--- config.mk ---
export PLATFORM = sky130hd
export DESIGN_NAME = irrx_capture
export DESIGN_NICKNAME = d
export VERILOG_FILES = /design/src/rtl/irrx_pkg.sv /design/src/rtl/irrx_tick.sv /design/src/rtl/irrx_meter.sv /design/src/rtl/irrx_fifo.sv /design/src/rtl/irrx_capture.sv
export SDC_FILE = /design/constraint.sdc
export NUM_CORES = 2
export LEC_CHECK = 0
export BUFFER_PORTS_ARGS = -buffer_cell sky130_fd_sc_hd__buf_2
export CORE_MARGIN = 2
export CORE_UTILIZATION = 55
export CTS_CLUSTER_SIZE = 30
export DETAILED_ROUTE_END_ITERATION = 10
export PLACE_DENSITY = 0.82
export SLEW_MARGIN = 5
export SYNTH_ARGS = -nofsm -noshare
export SYNTH_HDL_FRONTEND = slang
export SYNTH_SLANG_ARGS = --single-unit
--- constraint.sdc ---
create_clock -name clk -period 7.5 [get_ports clk]
set_input_delay 0.75 -clock clk [delete_from_list [all_inputs] [get_ports clk]]
set_output_delay 0.75 -clock clk [all_outputs]
set_load 0.02 [all_outputs]
--- src/rtl/irrx_pkg.sv ---
package irrx_pkg;

    localparam int WIDTH_W = 16;

    typedef enum logic [3:0] {
        RA_CTRL  = 4'd0,
        RA_CFG   = 4'd1,
        RA_BUSY  = 4'd2,
        RA_LEVEL = 4'd3,
        RA_DATA  = 4'd4,
        RA_MASK  = 4'd5,
        RA_STAT  = 4'd6,
        RA_CLR   = 4'd7,
        RA_GO    = 4'd8
    } reg_addr_e;

    typedef enum logic [1:0] {
        PH_IDLE,
        PH_MARK,
        PH_SPACE
    } phase_e;

    // Width counters stop at all ones instead of wrapping.
    function automatic logic [WIDTH_W-1:0] sat_inc(input logic [WIDTH_W-1:0] v);
        return (v == {WIDTH_W{1'b1}}) ? v : v + 1'b1;
    endfunction

endpackage

--- src/rtl/irrx_tick.sv ---
module irrx_tick #(
    parameter int UNIT_TICKS = 10,
    parameter int PW         = 7,
    localparam int UCW       = $clog2(UNIT_TICKS)
) (
    input  logic          clk,
    input  logic          rst_n,
    input  logic [PW-1:0] presc,
    input  logic          restart,
    output logic          unit
);

    typedef struct packed {
        logic [PW-1:0]  pcnt;
        logic [UCW-1:0] ucnt;
    } tick_t;

    tick_t s_d, s_q;

    always_comb begin
        s_d = s_q;
        if (restart) begin
            // An edge on the line restarts the unit phase.
            s_d.pcnt = '0;
            s_d.ucnt = '0;
        end else if (s_q.pcnt == presc) begin
            s_d.pcnt = '0;
            if (s_q.ucnt == UCW'(UNIT_TICKS - 1)) begin
                s_d.ucnt = '0;
            end else begin
                s_d.ucnt = s_q.ucnt + 1'b1;
            end
        end else begin
            s_d.pcnt = s_q.pcnt + 1'b1;
        end
    end

    assign unit = !restart && (s_q.pcnt == presc) && (s_q.ucnt == UCW'(UNIT_TICKS - 1));

    always_ff @(posedge clk or negedge rst_n) begin
        if (!rst_n) s_q <= '0;
        else        s_q <= s_d;
    end

endmodule

--- src/rtl/irrx_meter.sv ---
module irrx_meter
    import irrx_pkg::*;
(
    input  logic               clk,
    input  logic               rst_n,
    input  logic               run,
    input  logic               invert,
    input  logic               unit,
    input  logic [WIDTH_W-1:0] max_w,
    input  logic               rx_in,
    output logic               restart,
    output logic               push,
    output logic [31:0]        push_word,
    output logic               tout
);

    typedef struct packed {
        logic               s1;
        logic               s2;
        logic               lvl;
        phase_e             phase;
        logic [WIDTH_W-1:0] mark;
        logic [WIDTH_W-1:0] space;
    } meter_t;

    meter_t m_d, m_q;
    logic cur, rise, fall;
    logic [WIDTH_W-1:0] sp_inc;
    logic [WIDTH_W:0] total;

    always_comb begin
        m_d       = m_q;
        m_d.s1    = rx_in;
        m_d.s2    = m_q.s1;
        cur       = m_q.s2 ^ invert;
        m_d.lvl   = cur;
        rise      = cur && !m_q.lvl;
        fall      = !cur && m_q.lvl;
        restart   = rise || fall;
        push      = 1'b0;
        tout      = 1'b0;
        push_word = '0;
        sp_inc    = sat_inc(m_q.space);
        total     = {1'b0, m_q.mark} + {1'b0, sp_inc};
        if (!run) begin
            m_d.phase = PH_IDLE;
            m_d.mark  = '0;
            m_d.space = '0;
        end else begin
            unique case (m_q.phase)
                PH_IDLE: begin
                    if (rise) begin
                        m_d.phase = PH_MARK;
                        m_d.mark  = '0;
                        m_d.space = '0;
                    end
                end
                PH_MARK: begin
                    if (fall)      m_d.phase = PH_SPACE;
                    else if (unit) m_d.mark  = sat_inc(m_q.mark);
                end
                PH_SPACE: begin
                    if (rise) begin
                        push      = 1'b1;
                        push_word = {m_q.space, m_q.mark};
                        m_d.phase = PH_MARK;
                        m_d.mark  = '0;
                        m_d.space = '0;
                    end else if (unit) begin
                        if (total >= {1'b0, max_w}) begin
                            push      = 1'b1;
                            tout      = 1'b1;
                            push_word = {sp_inc, m_q.mark};
                            m_d.phase = PH_IDLE;
                        end else begin
                            m_d.space = sp_inc;
                        end
                    end
                end
                default: m_d.phase = PH_IDLE;
            endcase
        end
    end

    always_ff @(posedge clk or negedge rst_n) begin
        if (!rst_n) m_q <= '{s1: 1'b0, s2: 1'b0, lvl: 1'b0, phase: PH_IDLE, mark: '0, space: '0};
        else        m_q <= m_d;
    end

endmodule

--- src/rtl/irrx_fifo.sv ---
module irrx_fifo #(
    parameter int DEPTH = 64,
    parameter int DW    = 32,
    localparam int PTRW = $clog2(DEPTH),
    localparam int CW   = $clog2(DEPTH + 1)
) (
    input  logic          clk,
    input  logic          rst_n,
    input  logic          push,
    input  logic [DW-1:0] wdata,
    input  logic          pop,
    output logic [DW-1:0] head,
    output logic [CW-1:0] count,
    output logic          full,
    output logic          drop
);

    typedef struct packed {
        logic [PTRW-1:0] wp;
        logic [PTRW-1:0] rp;
        logic [CW-1:0]   cnt;
    } fifo_t;

    fifo_t f_d, f_q;
    logic [DW-1:0] mem [DEPTH];
    logic do_pop, do_push;

    always_comb begin
        f_d     = f_q;
        do_pop  = pop && (f_q.cnt != '0);
        do_push = push && ((f_q.cnt != CW'(DEPTH)) || do_pop);
        drop    = push && !do_push;
        if (do_push) f_d.wp = (f_q.wp == PTRW'(DEPTH - 1)) ? '0 : f_q.wp + 1'b1;
        if (do_pop)  f_d.rp = (f_q.rp == PTRW'(DEPTH - 1)) ? '0 : f_q.rp + 1'b1;
        if (do_push && !do_pop)      f_d.cnt = f_q.cnt + 1'b1;
        else if (do_pop && !do_push) f_d.cnt = f_q.cnt - 1'b1;
    end

    always_ff @(posedge clk) begin
        if (do_push) mem[f_q.wp] <= wdata;
    end

    always_ff @(posedge clk or negedge rst_n) begin
        if (!rst_n) f_q <= '0;
        else        f_q <= f_d;
    end

    assign head  = (f_q.cnt != '0) ? mem[f_q.rp] : '0;
    assign count = f_q.cnt;
    assign full  = (f_q.cnt == CW'(DEPTH));

endmodule

--- src/rtl/irrx_capture.sv ---
module irrx_capture
    import irrx_pkg::*;
#(
    parameter int FIFO_DEPTH  = 64,
    parameter int UNIT_TICKS  = 10,
    parameter int BUSY_CYCLES = 4,
    localparam int CW         = $clog2(FIFO_DEPTH + 1),
    localparam int BCW        = $clog2(BUSY_CYCLES + 1)
) (
    input  logic        clk,
    input  logic        rst_n,
    input  logic        bus_wr,
    input  logic        bus_rd,
    input  logic [3:0]  bus_addr,
    input  logic [31:0] bus_wdata,
    output logic [31:0] bus_rdata,
    input  logic        rx_in,
    output logic        irq
);

    typedef struct packed {
        logic           enable;
        logic [31:0]    cfg;
        logic [BCW-1:0] busy_cnt;
        logic           run;
        logic [2:0]     mask;
        logic [2:0]     stat;
    } regs_t;

    regs_t r_d, r_q;

    logic          busy, active, ctrl_on_wr;
    logic          restart, unit, mtr_push, mtr_tout;
    logic [31:0]   mtr_word, fifo_head;
    logic [CW-1:0] fifo_count;
    logic          fifo_full, fifo_drop, fifo_pop;
    logic [7:0]    rx_thr;
    logic          rx_hit;
    logic [2:0]    st_q, masked;
    logic [2:0]    clr_bits;

    assign busy       = (r_q.busy_cnt != '0);
    assign active     = r_q.run && r_q.cfg[7];
    assign ctrl_on_wr = bus_wr && (bus_addr == RA_CTRL) && bus_wdata[0];
    assign fifo_pop   = bus_rd && (bus_addr == RA_DATA);
    assign rx_thr     = {2'b00, r_q.cfg[13:8]} + 8'd1;
    assign rx_hit     = 32'(fifo_count) >= 32'(rx_thr);
    assign st_q       = r_q.stat;
    assign masked     = r_q.stat & ~r_q.mask;
    assign irq        = |masked;

    irrx_tick #(.UNIT_TICKS(UNIT_TICKS), .PW(7)) u_tick (
        .clk     (clk),
        .rst_n   (rst_n),
        .presc   (r_q.cfg[6:0]),
        .restart (restart),
        .unit    (unit)
    );

    irrx_meter u_meter (
        .clk       (clk),
        .rst_n     (rst_n),
        .run       (active),
        .invert    (r_q.cfg[15:14] == 2'd1),
        .unit      (unit),
        .max_w     (r_q.cfg[31:16]),
        .rx_in     (rx_in),
        .restart   (restart),
        .push      (mtr_push),
        .push_word (mtr_word),
        .tout      (mtr_tout)
    );

    irrx_fifo #(.DEPTH(FIFO_DEPTH), .DW(32)) u_fifo (
        .clk   (clk),
        .rst_n (rst_n),
        .push  (mtr_push),
        .wdata (mtr_word),
        .pop   (fifo_pop),
        .head  (fifo_head),
        .count (fifo_count),
        .full  (fifo_full),
        .drop  (fifo_drop)
    );

    always_comb begin
        r_d      = r_q;
        clr_bits = '0;
        if (busy) r_d.busy_cnt = r_q.busy_cnt - 1'b1;
        if (bus_wr) begin
            unique case (bus_addr)
                RA_CTRL: begin
                    r_d.enable = bus_wdata[0];
                    if (bus_wdata[0]) r_d.busy_cnt = BCW'(BUSY_CYCLES);
                    else              r_d.run      = 1'b0;
                end
                RA_CFG:  r_d.cfg  = bus_wdata;
                RA_MASK: r_d.mask = bus_wdata[10:8];
                RA_CLR:  clr_bits = bus_wdata[18:16];
                RA_GO:   if (r_q.enable) r_d.run = 1'b1;
                default: ;
            endcase
        end
        r_d.stat = (r_q.stat & ~clr_bits) | {fifo_drop, mtr_tout, rx_hit};
    end

    always_comb begin
        unique case (bus_addr)
            RA_CTRL:  bus_rdata = {31'd0, r_q.enable};
            RA_CFG:   bus_rdata = r_q.cfg;
            RA_BUSY:  bus_rdata = {31'd0, busy};
            RA_LEVEL: bus_rdata = 32'(fifo_count);
            RA_DATA:  bus_rdata = fifo_head;
            RA_MASK:  bus_rdata = {21'd0, r_q.mask, 8'd0};
            RA_STAT:  bus_rdata = {5'd0, masked, 13'd0, r_q.stat, 8'd0};
            default:  bus_rdata = '0;
        endcase
    end

    always_ff @(posedge clk or negedge rst_n) begin
        if (!rst_n) r_q <= '{enable: 1'b0, cfg: '0, busy_cnt: '0, run: 1'b0, mask: 3'b111, stat: 3'b000};
        else        r_q <= r_d;
    end

endmodule

Yosys cells after proc, flatten, opt, wreduce, memory -nomap -nowiden

Memories as Yosys holds them, arrays and structs flattened.
Cells that the tools add are included.

Add/subtract/negate cells: 11
$lt $le $gt $ge: 2
Eq/ne operators: 31
Multiplexer cells: 52
Bitwise gates (word level): 6
Reduce and logical (&&, ||, !) cells: 33

Operators by type and width:

| kind                  | count |
|---|---|
| $pmux 32 s7           | 1 |
| $mux 32               | 6 |
| $mux 16               | 8 |
| $mux 34               | 2 |
| $pmux 16 s3           | 1 |
| $add 16x1->16 const B | 2 |
| $eq 16x16->1 const B  | 2 |
| $pmux 16 s2           | 1 |
| $mux 7                | 4 |
| $ne 3x3->1 const B    | 7 |
| $mux 3                | 6 |
| $add 16x16->17        | 1 |
| $ge 17x16->1          | 1 |
| $eq 4x3->1 const B    | 4 |
| $ne 4x4->1 const B    | 4 |
| $add 7x1->7 const B   | 2 |
| $add 6x1->6 const B   | 2 |
| $eq 6x6->1 const B    | 2 |
| $mux 1                | 12 |
| $mux 6                | 2 |
| $reduce_and 4->1      | 3 |
| $logic_and 1x1->1     | 11 |
| $mux 11               | 1 |
| $eq 4x2->1 const B    | 2 |
| other kinds (30)      | 48 |

Bits in registers: 110
RAM bits: 2048
Input port bits: 41
Word-level logic and storage cells: 153
Memories kept: 1

Memory list:

| name       | depth | bits a word | rd ports | clocked after Yosys merged registers in | wr ports | line            | text |
|---|---|---|---|---|---|---|---|
| u_fifo.mem | 64    | 32          | 1        | 0                                       | 1        | irrx_fifo.sv:25 | `logic [DW-1:0] mem [DEPTH];` |

Depth between registers and ports, before layout

Word-level depth: 17
Gate-level depth with buffers: 32
Gate-level depth less buffers: 32

Cells and area by module

A second synthesis with hierarchy kept.

Cells, all modules: 4164
Area, all modules: 86048.8 um^2

By module, submodules not included:

| module       | times used | cells each | area an instance (um^2) | sequential area each (um^2) |
|---|---|---|---|---|
| irrx_fifo    | 1          | 3429       | 79173.4                 | 61974.4 |
| irrx_meter   | 1          | 451        | 3689.8                  | 925.9 |
| irrx_capture | 1          | 218        | 2531.2                  | 1079.8 |
| irrx_tick    | 1          | 66         | 654.4                   | 275.3 |

Worst setup path before layout

No wires, ideal clock.

Path type: register to register
Start: reg u_meter.m_q[3] (netlist name)
End: mem u_fifo.mem[0][21] (data pin)
Library setup time: 702 ps
Arrival time: 7379 ps
Required time: 6798 ps
Slack: -581 ps
Cell stages (with the launch flop): 24
Path buffers: 1
Period minus slack after synthesis: 8081 ps
Cells stage by stage: dfrtp_1 > buf_2 > nand4_1 > or3_1 > o21bai_2 > nor2_1 > xnor2_1 > inv_1 > ha_1 > a211oi_1 > inv_1 > a221oi_1 > o211ai_1 > a31o_2 > a21oi_1 > xnor2_1 > ha_1 > nand4_1 > or4_1 > o2111ai_1 > a21o_1 > o21a_1 > nand2_1 > o21ai_0

Cells in the longest elaborated chain, start to end: 9
Elaborated cells on any way between the ends: 10
Classes of those cells: add/sub: 2; order compare: 1; eq/ne: 1; mux: 6

Ends and longest elaborated chain:

| element                                       | line               | text |
|---|---|---|
| start, declared                               | irrx_meter.sv:26   | `meter_t m_d, m_q;` |
| start signal, assigned                        | irrx_meter.sv:86   | `if (!rst_n) m_q <= '{s1: 1'b0, s2: 1'b0, lvl: 1'b0, phase: PH_IDLE, mark: '0, space: '0};` |
| start signal, assigned                        | irrx_meter.sv:87   | `else m_q <= m_d;` |
| $add 16x1->16 or $eq 16x16->1 (tied branches) | irrx_pkg.sv:25     | `return (v == {WIDTH_W{1'b1}}) ? v : v + 1'b1;` |
| $mux 16 (*)                                   | irrx_pkg.sv:25     |  |
| $add 16x16->17                                | irrx_meter.sv:44   | `total = {1'b0, m_q.mark} + {1'b0, sp_inc};` |
| $ge 17x16->1                                  | irrx_meter.sv:70   | `if (total >= {1'b0, max_w}) begin` |
| $mux 32 (*)                                   | irrx_meter.sv:70   |  |
| $mux 32 (*)                                   | irrx_meter.sv:69   | `end else if (unit) begin` |
| $mux 32 (*)                                   | irrx_meter.sv:63   | `if (rise) begin` |
| $mux 32 (*)                                   | irrx_meter.sv:50   | `unique case (m_q.phase)` |
| $mux 32 (*)                                   | irrx_meter.sv:45   | `if (!run) begin` |
| via mtr_word[21]                              | irrx_capture.sv:34 | `logic [31:0] mtr_word, fifo_head;` |
| end, declared                                 | irrx_fifo.sv:25    |  |

The timed path passes the listed nets; every way through them passes the cells marked *.

Worst setup path in the final report

Start: reg u_meter.m_q[1] (netlist name)
End: mem u_fifo.mem[32][11] (enable)

Cells in the longest elaborated chain, start to end: 12
Elaborated cells on any way between the ends: 13
Classes of those cells: add/sub: 2; order compare: 1; eq/ne: 1; mux: 8; reduce/logical: 1

Ends and longest elaborated chain:

| element                                       | line             | text |
|---|---|---|
| $add 16x1->16 or $eq 16x16->1 (tied branches) | irrx_pkg.sv:25   |  |
| $mux 16 (*)                                   | irrx_pkg.sv:25   |  |
| $add 16x16->17 (*)                            | irrx_meter.sv:44 |  |
| $ge 17x16->1 (*)                              | irrx_meter.sv:70 |  |
| $mux 1 (*)                                    | irrx_meter.sv:70 |  |
| $mux 1 (*)                                    | irrx_meter.sv:69 |  |
| $mux 1 (*)                                    | irrx_meter.sv:63 |  |
| $mux 1 (*)                                    | irrx_meter.sv:50 |  |
| $mux 1 (*)                                    | irrx_meter.sv:45 |  |
| $logic_and 1x1->1 (*)                         | irrx_fifo.sv:31  | `do_push = push && ((f_q.cnt != CW'(DEPTH)) \|\| do_pop);` |
| $mux 1 (*)                                    | irrx_fifo.sv:40  | `if (do_push) mem[f_q.wp] <= wdata;` |
| $mux 1 (not written as such) (*)              | irrx_fifo.sv:40  |  |

Every way passes the cells marked *; elsewhere a longest branch is shown, timed or not.

==> impl_metrics.json <==
{
  "status": "finished clean",
  "cp.required_ps": 8020,
  "clk_pin_slew_ps": 60,
  "fin_setup_tns_ps": 0,
  "slew_violations": 0,
  "cpLargestDelayFamily": "simple AND/OR/NAND/NOR gates",
  "yosysTopAreaCell": "edfxtp_1",
  "power_density_nw_per_um2": 244,
  "synthCells": 3926,
  "synth_edf_count": 2048,
  "arrival_ps": 7620,
  "tightest_slew_ps": 1290,
  "p_sw_mw": 4.91,
  "synth_area_leaders": "edfxtp_1 72%, mux4_2 17%, dfrtp_1 3.1%, ha_1 0.94%, nor2_1 0.68%",
  "place.gp.congestion": 0.961,
  "synth-main-ff-cell": "edfxtp_1",
  "vias": 45700,
  "rows": 144,
  "vdd_drop_max_mv": 0.206,
  "async_flop_share_pct": 5.10,
  "crit_cells": 26,
  "r2r-start": "u_meter.m_q[1]",
  "post-route-period-util_pct": 94.6,
  "ys_seq_area_share_pct": 75.1,
  "grt_usage_pct": 31.8,
  "ios": 74,
  "firstDrtPassIters": 6,
  "die_h_um": 398,
  "slew_headroom_pct": 13.4,
  "start_kind": "register",
  "syn_nets": 4033,
  "skew_ps": 39.7,
  "nFillCells": 9528,
  "end_kind": "register",
  "areaGrowthSynthToFinish_pct": 13.5,
  "placed_area_um2": 90600,
  "post-route-drc-count": 0,
  "grt_pass1_vias": 45900,
  "cpPeakStageDelay_ps": 550,
  "ant_nets": 0,
  "wirelength_mm": 248,
  "cts_max_level": 4,
  "cpMostUsedCell": "ha_1",
  "routed_via_density": 7.15,
  "hold_path_class": "in2reg",
  "ff2ff_path_depth": 26,
  "timing.final.crit_period_ps": 7090,
  "synth.most_common_cell": "edfxtp_1",
  "port_buffers": 73,
  "multi_input_area_um2": 21000,
  "hpwl_mm": 125,
  "p_int_mw": 18.8,
  "clock_latency_ps": 870,
  "synth_seq_cells": 2158,
  "start_util_pct": 55.5,
  "gr-total-overflow": 0,
  "crit_buf_inv": 5,
  "final_util_pct": 63.0,
  "cp_max_fo": 24,
  "slowest_stage": "nand4b_1",
  "whs_path_depth": 2,
  "cts_tree": "yes",
  "fmax_ghz": 0.141,
  "antenna_found_initial": 9,
  "power_leakage_nw": 35.1,
  "ctsLongestPathBuffers": 3,
  "setup_viol": 0,
  "yosys_warnings": 0,
  "first_iter_violations": 7907,
  "critPathKind": "reg2reg",
  "final-hold-violation-count": 0,
  "wl_per_cell_um": 38.8,
  "grt_pass1_wl_mm": 350,
  "swShare_pct": 20.7,
  "p_total_mw": 23.7,
  "synth_cell_types": 74,
  "final_cell_area_um2": 97100,
  "seq_area_um2": 64300,
  "drive_above_1_share_pct": 30.8,
  "avgSynthCellArea_um2": 21.8,
  "min_from": "bus_wdata[27]",
  "numCtsBuffers": 200,
  "critPathLaunch": "u_meter.m_q[1]",
  "drv_cap": 0,
  "pwr-share-seq_pct": 55.6,
  "synth_top_area_share_pct": 71.9,
  "finalNetCount": 4293,
  "power_frac_clock_pct": 42.9,
  "syn_area_um2": 85600,
  "cts_root_buffer": "clkbuf_16",
  "die_w_um": 398,
  "core_um2": 154000,
  "die_area_um2": 159000,
  "combPwrFrac_pct": 1.4,
  "cts_sinks": 2158,
  "grt_max_degree": 104,
  "yosys-top-cells-count": "2048 x edfxtp_1, 636 x mux4_2, 155 x nor2_1, 107 x dfrtp_1, 105 x nand2_1"
}
## power by group through the flow
| stage | Clock (mW) | Sequential [mW] | Combinational, mW |
|---|---|---|---|
| CTS | 10.2 | 13.2 | 0.336 |
| global placement | 0 | 13.4 | 0.322 |
| global route | 10.6 | 13.2 | 0.375 |
| floorplan | 0 | 13.4 | 0.238 |
| detailed placement | 0 | 13.4 | 0.331 |
| finish | 10.2 | 13.2 | 0.338 |
## worst register-to-register path: stages (launching register included)
cell and delay, ps:
dfrtp_1 400, ha_1 200, nand2_1 130, or3_4 450
o21bai_4 210, nor2_1 80, xnor2_1 220, inv_1 70
ha_1 360, a211oi_2 250, inv_1 80, a221oi_2 360
o211ai_1 190, a31o_2 270, a21oi_1 170, xnor2_1 100
ha_1 290, nand4_1 90, or4_1 400, o2111ai_1 130
a211o_1 210, o21a_1 180, buf_4 240, nand4b_1 550
buf_4 440, nor2_4 380, buf_12 280
## routing by layer
layer / vias to the layer above / share of wire (%) / track usage (%)
li1: 17000 / - / -
met3: 864 / 13 / 9.24
met4: 14 / 6.5 / 16.8
met2: 4291 / 48 / 49.9
met1: 23600 / 33 / 40.6
met5: - / 0.13 / 1.06
## worst paths after layout
check | slack [ps] | endpoint
worst max register to register | 410 | u_fifo.mem[32][11]
worst min-delay path | 150 | r_q[37]
max in group asynchronous | 5600 | u_fifo.f_q[7]
worst max-delay path | 410 | u_fifo.mem[32][11]
worst min register to register | 350 | u_meter.m_q[35]
min in group asynchronous | 440 | r_q[8]
## repair_timing
item                                    CTS  global route
buffers inserted                          0             0
endpoints found under the setup margin    0           267
hold endpoints to repair                 38             1
gates resized for setup                   0            12
hold buffers                              1             1
## kinds of logic (layout without fill, tap and decap cells)
kind of cell             after synthesis  after routing  share of synthesized area [%]
flip-flops                          2158           2158                           75.1
multiplexers                         737            737                           18.0
AND/OR/NAND/NOR                      431            431                           2.35
buffers and inverters                252            680                           1.24
AO/OA/AOI/OAI                        226            226                           1.75
adder cells (fa/ha/maj)               66             66                          0.983
XOR/XNOR                              56             56                          0.573
other                                  0              1                              0
## layout by cell type (no fill, tap or decap), drive strengths merged, types with 4 or more instances in the layout
cell type and n:
a22oi 10, nor2b 13, o211ai 16, nor3 20, a211o 7, mux4 636
buf 240, and2 13, a21o 12, nand3 53, inv 74, nand4 13
mux2 50, o221ai 4, a21oi 55, o21ai 56, xor2 17, nand3b 7
edfxtp 2048, clkbuf 230, dfrtp 107, nand2b 10, ha 64, and3 15
nor2 155, nand4b 4, or4 7, bufinv 18, clkinvlp 8, mux2i 51
or3 5, a22o 4, xnor2 39, a211oi 12, a222oi 5, nand2 106
o31ai 8, o21a 8, clkinv 108, o22ai 7
## flip-flops by register name, indices dropped and copies added (netlist names)
| name | flops |
|---|---|
| u_fifo.f_q | 12 |
| u_fifo.mem | 2048 |
| u_fifo.count | 7 |
| st_q | 3 |
| r_q | 40 |
| u_tick.s_q | 11 |
| u_meter.m_d | 1 |
| u_meter.m_q | 36 |
## layout make-up
type                       count  share of cell area [%]
tap                         2044                    2.63
multi-input combinational   1516                    21.6
sequential                  2158                    66.2
antenna                        1                 0.00258
clock inverter               140                    1.30
timing repair buffer         242                    2.62
clock buffer                 230                    5.34
inverter                      68                   0.264
## stage by stage
| stage | setup slack, ps | std cells | hold WS (ps) |
|---|---|---|---|
| floorplan | -581 | 3926 | 331 |
| global placement | 241 | 6025 | 342 |
| detailed placement | 141 | 6025 | 348 |
| CTS | 52.3 | 6396 | 0.505 |
| global route | -13.6 | 6399 | 129 |
| finish | 405 | 6399 | 147 |
(Power assumes the default switching activity.)
